===== src/rtl/sec_counter_alarm.sv =====
module sec_counter_alarm #(
  parameter int          DATA_W   = 32,
  parameter int          ADDR_W   = 12,
  parameter logic [63:0] ID_BYTES = 64'hB1_05_F0_0D_00_18_10_31
) (
  input  logic              clk,
  input  logic              rst_n,
  input  logic              tick,
  input  logic [ADDR_W-1:0] addr,
  input  logic              wr_en,
  input  logic [DATA_W-1:0] wdata,
  output logic [DATA_W-1:0] rdata,
  output logic              irq
);
  localparam int WA_W = ADDR_W - 2;
  localparam logic [WA_W-1:0] WA_COUNT = 'd0;
  localparam logic [WA_W-1:0] WA_MATCH = 'd1;
  localparam logic [WA_W-1:0] WA_LOAD  = 'd2;
  localparam logic [WA_W-1:0] WA_CTRL  = 'd3;
  localparam logic [WA_W-1:0] WA_MASK  = 'd4;
  localparam logic [WA_W-1:0] WA_RAW   = 'd5;
  localparam logic [WA_W-1:0] WA_MIS   = 'd6;
  localparam logic [WA_W-1:0] WA_CLR   = 'd7;
  localparam logic [WA_W-1:0] WA_ID    = WA_W'(12'hFE0 >> 2);

  logic [WA_W-1:0]   wa;
  logic [DATA_W-1:0] count_q, match_q, load_q, count_d, match_d;
  logic              raw_q, mask_q, hit;
  logic              wr_load, wr_match, wr_mask, wr_clr;
  logic [2:0]        id_idx;

  assign wa       = addr[ADDR_W-1:2];
  assign wr_load  = wr_en && (wa == WA_LOAD);
  assign wr_match = wr_en && (wa == WA_MATCH);
  assign wr_mask  = wr_en && (wa == WA_MASK);
  assign wr_clr   = wr_en && (wa == WA_CLR);

  assign count_d = wr_load ? wdata : (tick ? count_q + 1'b1 : count_q);
  assign match_d = wr_match ? wdata : match_q;
  assign hit     = (wr_load || tick || wr_match) && (count_d == match_d);

  always_ff @(posedge clk) begin
    if (!rst_n) begin
      count_q <= '0;
      match_q <= '0;
      load_q  <= '0;
      raw_q   <= 1'b0;
      mask_q  <= 1'b0;
    end else begin
      count_q <= count_d;
      match_q <= match_d;
      if (wr_load) load_q <= wdata;
      if (wr_mask) mask_q <= wdata[0];
      if (wr_clr)   raw_q <= 1'b0;
      else if (hit) raw_q <= 1'b1;
    end
  end

  assign irq    = raw_q & mask_q;
  assign id_idx = wa[2:0];

  always_comb begin
    rdata = '0;
    if (wa >= WA_ID) begin
      rdata[7:0] = ID_BYTES[8*id_idx +: 8];
    end else begin
      case (wa)
        WA_COUNT: rdata = count_q;
        WA_MATCH: rdata = match_q;
        WA_LOAD:  rdata = load_q;
        WA_CTRL:  rdata[0] = 1'b1;
        WA_MASK:  rdata[0] = mask_q;
        WA_RAW:   rdata[0] = raw_q;
        WA_MIS:   rdata[0] = irq;
        default:  rdata = '0;
      endcase
    end
  end
endmodule


===== config.mk =====
export PLATFORM = sky130hd
export DESIGN_NAME = sec_counter_alarm
export DESIGN_NICKNAME = d
export VERILOG_FILES = /design/src/rtl/sec_counter_alarm.sv
export SDC_FILE = /design/constraint.sdc
export NUM_CORES = 1
export LEC_CHECK = 0
export BUFFER_PORTS_ARGS = -buffer_cell sky130_fd_sc_hd__clkbuf_2
export CORE_AREA = 4 4 106 108
export CTS_BUF_LIST = sky130_fd_sc_hd__clkbuf_2
export DETAILED_ROUTE_END_ITERATION = 16
export DIE_AREA = 0 0 110 112
export MAX_ROUTING_LAYER = met4
export PLACE_DENSITY = 0.87
export SLEW_MARGIN = 15
export SYNTH_ARGS = -nofsm -noshare
export SYNTH_HDL_FRONTEND = slang
export SYNTH_SLANG_ARGS = --single-unit

===== constraint.sdc =====
create_clock -name clk -period 8 [get_ports clk]
set_clock_uncertainty 0.05 [all_clocks]
set_input_delay 0.4 -clock clk [delete_from_list [all_inputs] [get_ports clk]]
set_output_delay 0.4 -clock clk [all_outputs]
set_load 0.005 [all_outputs]

# == Word-level counts from Yosys, hierarchy flattened ==
# Cells that the tools add are included.
# totals
reg_bits,98
inputBits,48
out_inout_bits,33
word_cells,34
# op_classes
n_addsub,1
order_cmp,1
eq_ne,8
shift,1
n_mux,7
n_bitwise,2
reduce_logical,9
# ops
operator,count
32-bit two-way mux,3
31-bit case mux with 3 select lines,1
"64-bit by 7-bit indexed part select with 8-bit output, first input constant",1
"10-bit by 3-bit == test with 1-bit output, second input constant",4
"32-bit by 1-bit adder with 32-bit output, second input constant",1
32-bit == test,1
24-bit two-way mux,1
"10-bit by 2-bit == test with 1-bit output, second input constant",2
"10-bit by 1-bit == test with 1-bit output, second input constant",1
"10-bit greater-or-equal comparator, second input constant",1
10-bit zero test,1
8-bit two-way mux,1
1-bit case mux with 7 select lines,1
1-bit logical AND,5
1-bit logical OR,2
2-bit OR reduction,1
1-bit AND,1
1-bit NOT,1

# == Depth between registers and ports, before layout ==
# Gate-level depths: netlist of the first run.
# depth
ltp_word,5
ltp_mapped,12
depth_no_buf,10

# == Least setup slack after synthesis of the first run ==
# Ideal clock, no wire load.
# synth_timing
path_kind,reg2reg
startpoint,register count_q[4]
endpoint,register raw_q
setup_time_ns,0.069
t_arrival_ns,3.089
required_ns,7.881
slack_ns,4.792
stages_incl_launch_ff,12
n_path_buf,2
period_less_slack_ns,3.208
path_cell_list,dfxtp_1 -> buf_2 -> nand4_4 -> or4_4 -> buf_6 -> or4_4 -> and2_4 -> o21ai_1 -> a211oi_1 -> or4_1 -> or4_1 -> o21ai_1
# synth_via
elab_chain_cells,5
# synth_lines
item,line,source
from (decl),27,"logic [DATA_W-1:0] count_q, match_q, load_q, count_d, match_d;"
from (signal assigned),50,count_q <= count_d;
32-bit by 1-bit adder with 32-bit output,38,assign count_d = wr_load ? wdata : (tick ? count_q + 1'b1 : count_q);
32-bit two-way mux (*) (2 in a row),38,
32-bit == test (*),40,assign hit = (wr_load || tick || wr_match) && (count_d == match_d);
1-bit logical AND (*),40,
to (signal assigned),47,raw_q <= 1'b0;
to (signal assigned),54,if (wr_clr) raw_q <= 1'b0;
to (signal assigned),55,else if (hit) raw_q <= 1'b1;
to (decl),28,"logic raw_q, mask_q, hit;"
# Mark *: on every way between the ends. The rest lies on a longest branch, timed or not.
# A chain may end at the register's enable or synchronous reset.

# == Final worst setup path of the first run ==
# layout_timing
startpoint,register count_q[3]
endpoint,register raw_q
# The elaborated chain is that of the path after synthesis.

==> results.cfg, run 1 <==
[synthesis]
yosysWarnings = 0
synth_cell_types = 69
syn_avg_cell_area_um2 = 7.49
synth-xor-area-share_pct = 8.21
async_flop_share_pct = 0
synthAdderAreaFrac_pct = 0.190
netlist_area_um2 = 6590
netlist_top_cells_area = dfxtp_1 (30%), nand2_1 (12%), a21boi_0 (7.4%)
yosys.area.top_type = dfxtp_1
synth-edff-count = 0
syn_inst = 879
synth-simple-area-share_pct = 27.2
netlist.area_leader.share_pct = 29.8
synth_top_family_by_area = compound AO/OA/AOI/OAI gates
yosys_most_used_dff = dfxtp_1
syn-num-nets = 928
synth_mux_area_share_pct = 0.931
synth_compound_area_share_pct = 28.3
ys_seq_area_share_pct = 29.8
yosys_register_bits = 98

[worst_setup_path]
r2r_slack_ns = 4.42
path_buf_inv = 0
cp.arrival_ns = 4.08
timing.rr.start = count_q[3]$_SDFF_PN0_
endpoint_kind = register
crit_type = reg -> reg
critical_path_required_ns = 8.50
regToRegEndpoint = raw_q$_SDFFE_PP0P_
cp-start-kind = register
rr_worst_depth = 8
critPathSlowestCell = dfxtp_1
worstPathCellList = nand4_1, or3_1, nor4_1, xnor2_1, o221ai_1, o2111ai_1, or4_1, o21ai_1
cp-startpoint = count_q[3]$_SDFF_PN0_
cp_top_family = simple AND/OR/NAND/NOR gates
max_stage_delay_ns = 0.65
cp_max_fo = 10

[floorplan]
core-area_um2 = 10200
fp.dieH_um = 112
dieArea_um2 = 12300
die_w_um = 110
pin_count = 81
fp-row-count = 37
start_util_pct = 64.4

[min_path]
holdCritStartpoint = wdata[6]
min_path_type = in -> reg
hold_depth = 3
hold_path_end = load_q[6]$_SDFFE_PN0P_

[clocking]
root_buffer = clkbuf_2
clock_sinks = 98
cts_tree = done
cts_resized = 0
clk_pin_slew_ns = 0.26
clockBufferDepth = 2
clkLatencyLatePin_ns = 0.58
htree_levels = 3
numCtsBuffers = 9

[cells_and_area]
most-common-layout-cells = nand2_1 (202), dfxtp_1 (98), clkbuf_2 (89)
layout.nets = 967
fill_cells = 890
final_area_um2 = 7160
final_common_cell = nand2_1
n_antenna_cell = 0
syn_to_final_growth_pct = 8.70
drive_above_1_share_pct = 13.5

[power]
powerDensity_nw_per_um2 = 109
ir_drop_mv = 0.100
leakagePower_nw = 2.94

[route]
routed_wl_mm = 19.4
post_drt_via_cell_ratio = 6.59
vias = 6974
detail-route-antenna-nets = 0
wl_met3_mm = 1.97
wl_met1_mm = 7.82
dr_wl_met2_mm = 9.09
first_pass_iters = 7
drc = 0
initialDrtViolationCount = 824
topRoutingLayerUsed = met4
avgRoutedWirePerCell_um = 18.3

[grt]
grt_pass1_vias = 6339
globalRouteTotalUtil_pct = 32.4
grt.overflow.total = 0
grt_pass1_wl_mm = 31.2
grt_start_max_net_pins = 99
antenna_found_initial = 0

[timing]
fin_tns_setup_ns = 0
setup_viol_count_final = 0
period_share_pct = 44.8
tightest_slew_ns = 0.863
max-slew-margin-rel_pct = 42.5
rsz0062_at_grt = no
fmax_ghz = 0.279
finalHoldViolCount = 0
slew_violations = 0
period_minus_slack_ns = 3.58

[placed_design]
post-dp-hpwl_mm = 12.5
postPlaceCellArea_um2 = 6990
gp_congestion = 0.878
port-buffer-count = 78

[status]
status = completed

[job]
maxCapViolCount = 0
[sequential cells by signal, indices dropped and copies added (netlist names)]
name     count
count_q     32
load_q      32
match_q     32
mask_q       1
raw_q        1
[through the flow]
stage	utilization (%)	hold WS, ns	setup slack [ns]	std cells	total power [mW]
final	70.0	0.0214	4.42	1059	0.782
after global routing	70.0	0.0124	4.20	1059	0.808
after CTS	70.0	0.000680	4.50	1059	0.781
after detailed placement	68.3	0.408	4.05	1035	0.571
after global placement	68.3	0.400	4.08	1035	0.569
after floorplan	-	0.386	4.79	879	0.541
[worst max-delay path by stage]
| stage | end | slack [ns] | cells past startpoint |
|---|---|---|---|
| 6_report | raw_q$_SDFFE_PP0P_ | 4.42 | 8 |
| 4_1_cts | raw_q$_SDFFE_PP0P_ | 4.50 | 8 |
| 5_1_grt | raw_q$_SDFFE_PP0P_ | 4.20 | 11 |
| 3_3_place_gp | raw_q$_SDFFE_PP0P_ | 4.08 | 11 |
| 2_1_floorplan | raw_q$_SDFFE_PP0P_ | 4.79 | 11 |
| 3_5_place_dp | raw_q$_SDFFE_PP0P_ | 4.05 | 11 |
[power breakdown]
| group | switching [mW] | internal (mW) |
|---|---|---|
| clock | 0.172 | 0.0425 |
| sequential | 0.00269 | 0.492 |
| combinational | 0.0422 | 0.0300 |
[synth_stat cells (4+ instances only)]
library cell,n
nor2_1,42
o2111ai_1,4
a211oi_1,11
nor2b_1,6
buf_1,6
or4_1,6
nand2_1,202
o22ai_1,10
and3_1,11
o211a_1,24
xor2_1,15
dfxtp_1,98
nand4_1,20
nor3_1,20
a21oi_1,22
a31oi_1,8
a2bb2oi_1,5
xnor2_1,39
o21ai_0,28
clkbuf_1,59
o211ai_1,6
and2_1,8
nand3_1,21
and4_1,6
a222oi_1,11
mux2i_1,5
a21boi_0,65
inv_1,23
a22oi_1,23
nor4_1,6
[final cells by class]
type	instances	area, um2	area share, %
Multi-Input combinational cell	689	4300	60.1
Sequential cell	98	1960	27.4
Timing Repair Buffer	97	553	7.73
Tap cell	136	170	2.38
Inverter	23	86.3	1.21
Clock buffer	11	55.1	0.769
Clock inverter	5	31.3	0.437
[per-layer routing]
| metal | vias to the layer above | track usage [%] |
|---|---|---|
| met4 | 0 | 12.2 |
| met2 | 388 | 51.5 |
| met3 | 67 | 4.00 |
| li1 | 3248 | - |
| met5 | - | - |
| met1 | 3271 | 41.9 |
[worst register-to-register path, stage by stage, from the launching register on]
cell       delay, ns
dfxtp_1         0.65
nand4_1         0.38
or3_1           0.54
nor4_1          0.60
xnor2_1         0.16
o221ai_1        0.34
o2111ai_1       0.17
or4_1           0.56
o21ai_1         0.12
[cell families (layout without fill, tap and decap cells)]
kind of cell    after synthesis  in the layout
mux                           6              6
compound gates              250            250
simple gates                375            375
xor+xnor                     57             57
flops                        98             98
fa+ha+maj                     1              1
buf+inv                      92            136
[what timing repair did]
item                       CTS  global route
hold endpoints to repair    10             0
setup endpoints to repair    0             0
setup buffers                0             0
hold buffers                 8             0
No activity file was read; power rests on OpenSTA's default activity.
==> run 2: changes to the inputs <==
--- a/config.mk
+++ b/config.mk
@@ -6,12 +6,12 @@
 export NUM_CORES = 1
 export LEC_CHECK = 0
 export BUFFER_PORTS_ARGS = -buffer_cell sky130_fd_sc_hd__clkbuf_2
-export CORE_AREA = 4 4 106 108
+export CORE_AREA = 4 4 115 117
 export CTS_BUF_LIST = sky130_fd_sc_hd__clkbuf_2
 export DETAILED_ROUTE_END_ITERATION = 16
-export DIE_AREA = 0 0 110 112
+export DIE_AREA = 0 0 119 121
 export MAX_ROUTING_LAYER = met4
-export PLACE_DENSITY = 0.87
+export PLACE_DENSITY = 0.78
 export SLEW_MARGIN = 15
 export SYNTH_ARGS = -nofsm -noshare
 export SYNTH_HDL_FRONTEND = slang
==> constraint.sdc (replaced) <==
create_clock -name clk -period 2.9 [get_ports clk]
set_clock_uncertainty 0.05 [all_clocks]
set_input_delay 0.145 -clock clk [delete_from_list [all_inputs] [get_ports clk]]
set_output_delay 0.145 -clock clk [all_outputs]
set_load 0.005 [all_outputs]
==> run 2 against run 1 <==
Net effect: the run now ends with setup timing left; sequential share of layout area decreased by 4.0 points; clock-buffer cell count decreased by 2; design area increased by 18%; combinational power increased to 3.5 times the previous value; sequential cell count unchanged; worst hold slack improved by 0.056 ns; global-route usage decreased by 0.95 points; utilization decreased by 1.7 points; worst setup slack got worse by 4.7 ns; critical path depth increased by 1; power increased to 3.0 times the previous value; critical endpoint unchanged; largest cell class unchanged.
==> results.cfg, run 2 (synthesized netlist as in run 1, its figures left out) <==
[status]
status = finished with violations
violations = setup timing

[power]
leakagePower_nw = 3.62
ir_drop_mv = 0.249
powerDensity_nw_per_um2 = 279

[timing]
slew_violations = 0
period_minus_slack_ns = 3.21
rsz0062_at_grt = yes
setup_ws_ns = -0.307
setup_viol_count_final = 1
finalHoldViolCount = 0
max-slew-margin-rel_pct = 40.1
tightest_slew_ns = 0.899
hold_ws_ns = 0.0777
fmax_ghz = 0.312
period_share_pct = 111

[clocking]
clkLatencyLatePin_ns = 0.63
htree_levels = 3
clockBufferDepth = 2
clk_pin_slew_ns = 0.30
clock_sinks = 98
numCtsBuffers = 9
cts_tree = done
root_buffer = clkbuf_2

[worst_setup_path]
critical_path_required_ns = 3.45
rr_worst_depth = 9
cp-startpoint = count_q[12]$_SDFF_PN0_
regToRegEndpoint = raw_q$_SDFFE_PP0P_
cp.arrival_ns = 3.76
timing.rr.start = count_q[12]$_SDFF_PN0_
cp_max_fo = 5
crit_end = raw_q$_SDFFE_PP0P_
r2r_slack_ns = -0.31
crit_type = reg -> reg
cp-start-kind = register
endpoint_kind = register

[floorplan]
fp-row-count = 41
start_util_pct = 53.3
dieArea_um2 = 14400
die_w_um = 119
core-area_um2 = 12400
fp.dieH_um = 121
pin_count = 81

[grt]
globalRouteTotalUtil_pct = 31.5
grt.overflow.total = 0
grt_pass1_vias = 7069
grt_start_max_net_pins = 99
antenna_found_initial = 0
grt_pass1_wl_mm = 35.8

[placed_design]
gp_congestion = 1.01
port-buffer-count = 78
post-dp-hpwl_mm = 15.5

[route]
routed_wl_mm = 22.2
vias = 7472
drc = 0
detail-route-antenna-nets = 0
avgRoutedWirePerCell_um = 18.1
initialDrtViolationCount = 805
first_pass_iters = 8
post_drt_via_cell_ratio = 6.09

[cells_and_area]
final_common_cell = nand2_1
n_antenna_cell = 0
drive_above_1_share_pct = 23.9
most-common-layout-cells = nand2_1 (202), buf_4 (112), dfxtp_1 (90)
utilization_pct = 68.2
layout.nets = 1099
syn_to_final_growth_pct = 28.1
reg_top3 = count_q (32), load_q (32), match_q (32)

[job]
maxCapViolCount = 0

[min_path]
min_path_type = in -> reg
==> run 2: changes by cell type in the layout (fill, tap and decap cells not counted), sizes merged <==
cell,previous run,this run
inv,23,25
clkinvlp,1,2
clkinv,4,2
buf,11,116
clkbuf,89,87
bufinv,0,1
dlygate4sd3,8,35
==> run 2: how the worst min path moves through the flow <==
stage,from,end,slack (ns),cells after the start
floorplan,wdata[14],match_q[14]$_SDFF_PN0_,0.24,2
global placement,wdata[31],load_q[31]$_SDFFE_PN0P_,0.38,3
detailed placement,wdata[31],load_q[31]$_SDFFE_PN0P_,0.38,3
CTS,addr[2],raw_q$_SDFFE_PP0P_,0.03,5
global route,addr[2],raw_q$_SDFFE_PP0P_,0.03,5
finish,addr[2],raw_q$_SDFFE_PP0P_,0.08,5
==> run 2: area by class of cell <==
type | count | area [um2]
multi-input cells | 689 | 4380
fillers | 1032 | 3930
flip-flops and latches | 98 | 1970
repair buffers | 229 | 1660
well taps | 172 | 215
inverters | 23 | 86.3
clock inverters | 7 | 77.6
clock buffers | 9 | 45.0
==> run 2: where the power goes <==
group | total, mW | switching [mW] | internal, mW
Clock | 0.733 | 0.526 | 0.207
Combinational | 0.256 | 0.130 | 0.126
Sequential | 1.37 | 0.00659 | 1.36
Total | 2.35 | 0.663 | 1.69
==> run 2: per-stage QoR <==
stage                     setup slack [ns]  instance area (um2)  TNS (ns)  cells  total power [mW]
after floorplan                     -0.130                 6610    -0.130    879              1.49
after global placement              -0.120                 7870    -0.120   1174              1.60
after detailed placement            -0.157                 7870    -0.157   1174              1.60
after CTS                           -0.162                 8370    -0.162   1227              2.36
after global routing                -0.374                 8430    -0.374   1227              2.44
final                               -0.307                 8430    -0.307   1227              2.35
==> run 2: per-layer routing <==
metal / GRT usage [%] / up-vias / part of all wire, %
li1: - / 3526 / -
met3: 4.57 / 54 / 8.6
met5: - / - / 0
met4: 12.1 / 0 / 2.7
met1: 40.2 / 3503 / 41
met2: 50.8 / 389 / 48
==> run 2: what timing repair did <==
item,in CTS,in global routing
endpoints found under the setup margin,1,1
hold buffers,35,0
resized for setup,6,15
endpoints found under the hold margin,98,0
cloned,0,0
pin swaps,2,5
buffers inserted,2,0
==> run 2: critical path, cell delays in order (launching register included) <==
cell      delay [ns]
dfxtp_2         0.40
nand4_1         0.18
or4_4           0.64
or4_4           0.45
and2_4          0.19
o21ai_2         0.14
a211oi_1        0.08
or4_4           0.52
or4_4           0.42
o21ai_2         0.11
==> run 3: changes to the inputs <==
--- a/config.mk
+++ b/config.mk
@@ -5,7 +5,7 @@
 export SDC_FILE = /design/constraint.sdc
 export NUM_CORES = 1
 export LEC_CHECK = 0
-export BUFFER_PORTS_ARGS = -buffer_cell sky130_fd_sc_hd__clkbuf_2
+export BUFFER_PORTS_ARGS = -buffer_cell sky130_fd_sc_hd__buf_4
 export CORE_AREA = 4 4 115 117
 export CTS_BUF_LIST = sky130_fd_sc_hd__clkbuf_2
 export DETAILED_ROUTE_END_ITERATION = 16
==> run 3 against run 2 <==
Net effect: critical endpoint unchanged; utilization increased by 1.5 points; cell count increased by 0.65%; the run still ends with setup timing left; highest routed layer unchanged; sequential share of layout area decreased by 0.46 points.
==> results.cfg, run 3 (synthesized netlist as in run 1, its figures left out) <==
[status]
status = finished with violations
violations = setup timing

[placed_design]
port-buffer-count = 78
gp_congestion = 1.02
pre_cts_slack_ns = -0.184
dp_cells = 1178
post-dp-hpwl_mm = 15.8

[power]
p_switching_uw = 642
ir_drop_mv = 0.271
clock_power_share_pct = 27.2
combPwrFrac_pct = 12.5
p_int_mw = 1.62
seq_power_share_pct = 60.3
fin_total_pwr_mw = 2.26
p_sw_share_pct = 28.4
powerDensity_nw_per_um2 = 262
leakagePower_nw = 3.68

[cells_and_area]
fill_cells = 1020
most-common-layout-cells = nand2_1 (202), buf_4 (196), dfxtp_1 (87)
drive_above_1_share_pct = 24.0
reg_top3 = count_q (32), load_q (32), match_q (32)
layout.nets = 1106
utilization_pct = 69.7
fin_cells = 1235
final_common_cell = nand2_1
syn_to_final_growth_pct = 30.9

[floorplan]
die_w_um = 119
fp.dieH_um = 121
pin_count = 81
start_util_pct = 53.3
fp-row-count = 41
dieArea_um2 = 14400
core-area_um2 = 12400

[route]
vias = 7449
initialDrtViolationCount = 909
drc = 0
avgRoutedWirePerCell_um = 18.0
routed_wl_mm = 22.3
post_drt_via_cell_ratio = 6.03
detail-route-antenna-nets = 0
first_pass_iters = 7

[grt]
globalRouteTotalUtil_pct = 31.8
grt_pass1_wl_mm = 36.0
grt_start_max_net_pins = 99
grt.overflow.total = 0
grt_pass1_vias = 7031
antenna_found_initial = 0

[timing]
tightest_slew_ns = 0.898
fin_tns_setup_ns = -0.235
fmax_ghz = 0.319
finalHoldViolCount = 0
period_share_pct = 108
setup_ws_ns = -0.235
max-slew-margin-rel_pct = 40.1
period_minus_slack_ns = 3.13
slew_violations = 0
setup_viol_count_final = 1
rsz0062_at_grt = yes

[clocking]
cts_tree = done
root_buffer = clkbuf_2
clock_sinks = 98
clk_pin_slew_ns = 0.30
clkLatencyLatePin_ns = 0.66
htree_levels = 3
numCtsBuffers = 9
clockBufferDepth = 2

[worst_setup_path]
endpoint_kind = register
cp_max_fo = 5
cp.arrival_ns = 3.67
critical_path_required_ns = 3.43
crit_type = reg -> reg
cp-start-kind = register

[min_path]
min_path_type = in -> reg

[job]
maxCapViolCount = 0
-- run 3: cell count changes in the layout (fill, tap and decap cells not counted), moves of 2 or more --
cell / previous run / this run
buf_4: 112 / 196
nor4_2: 5 / 2
dlygate4sd3_1: 35 / 37
dfxtp_1: 90 / 87
nor4_1: 2 / 5
clkinv_2: 0 / 2
clkbuf_2: 87 / 9
dfxtp_2: 8 / 11
-- run 3: power groups by stage --
stage          Combinational, mW  Sequential, mW  Clock, mW
2_1_floorplan              0.107            1.39          0
6_report                   0.282            1.36      0.614
3_5_place_dp               0.236            1.39          0
3_3_place_gp               0.234            1.39          0
5_1_grt                    0.305            1.37      0.683
4_1_cts                    0.275            1.36      0.616
-- run 3: critical path, stage by stage (launching register included) --
cell and delay, ns:
dfxtp_2 0.40, nand4_1 0.12, or4_4 0.56, or4_4 0.44
and2_4 0.19, o21ai_2 0.13, a211oi_2 0.08, or4_4 0.54
or4_4 0.43, o21ai_1 0.12
-- run 3: final timing paths --
path | from | end | slack (ns) | cells past startpoint
setup / recovery | count_q[10]$_SDFF_PN0_ | raw_q$_SDFFE_PP0P_ | -0.23 | 9
hold / removal | addr[4] | mask_q$_SDFFE_PN0P_ | 0.05 | 5
setup reg to reg | count_q[10]$_SDFF_PN0_ | raw_q$_SDFFE_PP0P_ | -0.23 | 9
hold reg to reg | load_q[11]$_SDFFE_PN0P_ | load_q[11]$_SDFFE_PN0P_ | 0.43 | 2
-- run 3: what timing repair did --
action / 4_1_cts / 5_1_grt
endpoints found under the hold margin: 98 / 0
hold buffers: 37 / 0
pin swaps: 1 / 11
resized for setup: 6 / 13
cloned: 0 / 0
endpoints found under the setup margin: 1 / 1
setup buffers: 1 / 2
-- run 3: stage by stage --
| stage | hold WS (ns) | cell area [um2] |
|---|---|---|
| floorplan | 0.240 | 6610 |
| global placement | 0.379 | 8080 |
| detailed placement | 0.380 | 8080 |
| CTS | 0.0329 | 8560 |
| global route | 0.0614 | 8620 |
| finish | 0.0528 | 8620 |
-- run 3: layout make-up --
| cell class | count | area [um2] | area share, % |
|---|---|---|---|
| Sequential cell | 98 | 1980 | 22.9 |
| Clock inverter | 7 | 45.0 | 0.523 |
| Multi-Input combinational cell | 689 | 4350 | 50.4 |
| Inverter | 23 | 86.3 | 1.00 |
| Clock buffer | 9 | 45.0 | 0.523 |
| Tap cell | 172 | 215 | 2.50 |
| Antenna cell | 1 | 2.50 | 0.0290 |
| Timing Repair Buffer | 236 | 1900 | 22.1 |
-- run 3: per-layer routing --
layer	global-route usage (%)	up-vias	share of wire (%)
met5	-	-	0
met4	14.4	0	3.8
met3	5.83	78	9.0
met2	49.7	372	46
met1	40.2	3465	41
li1	-	3534	-
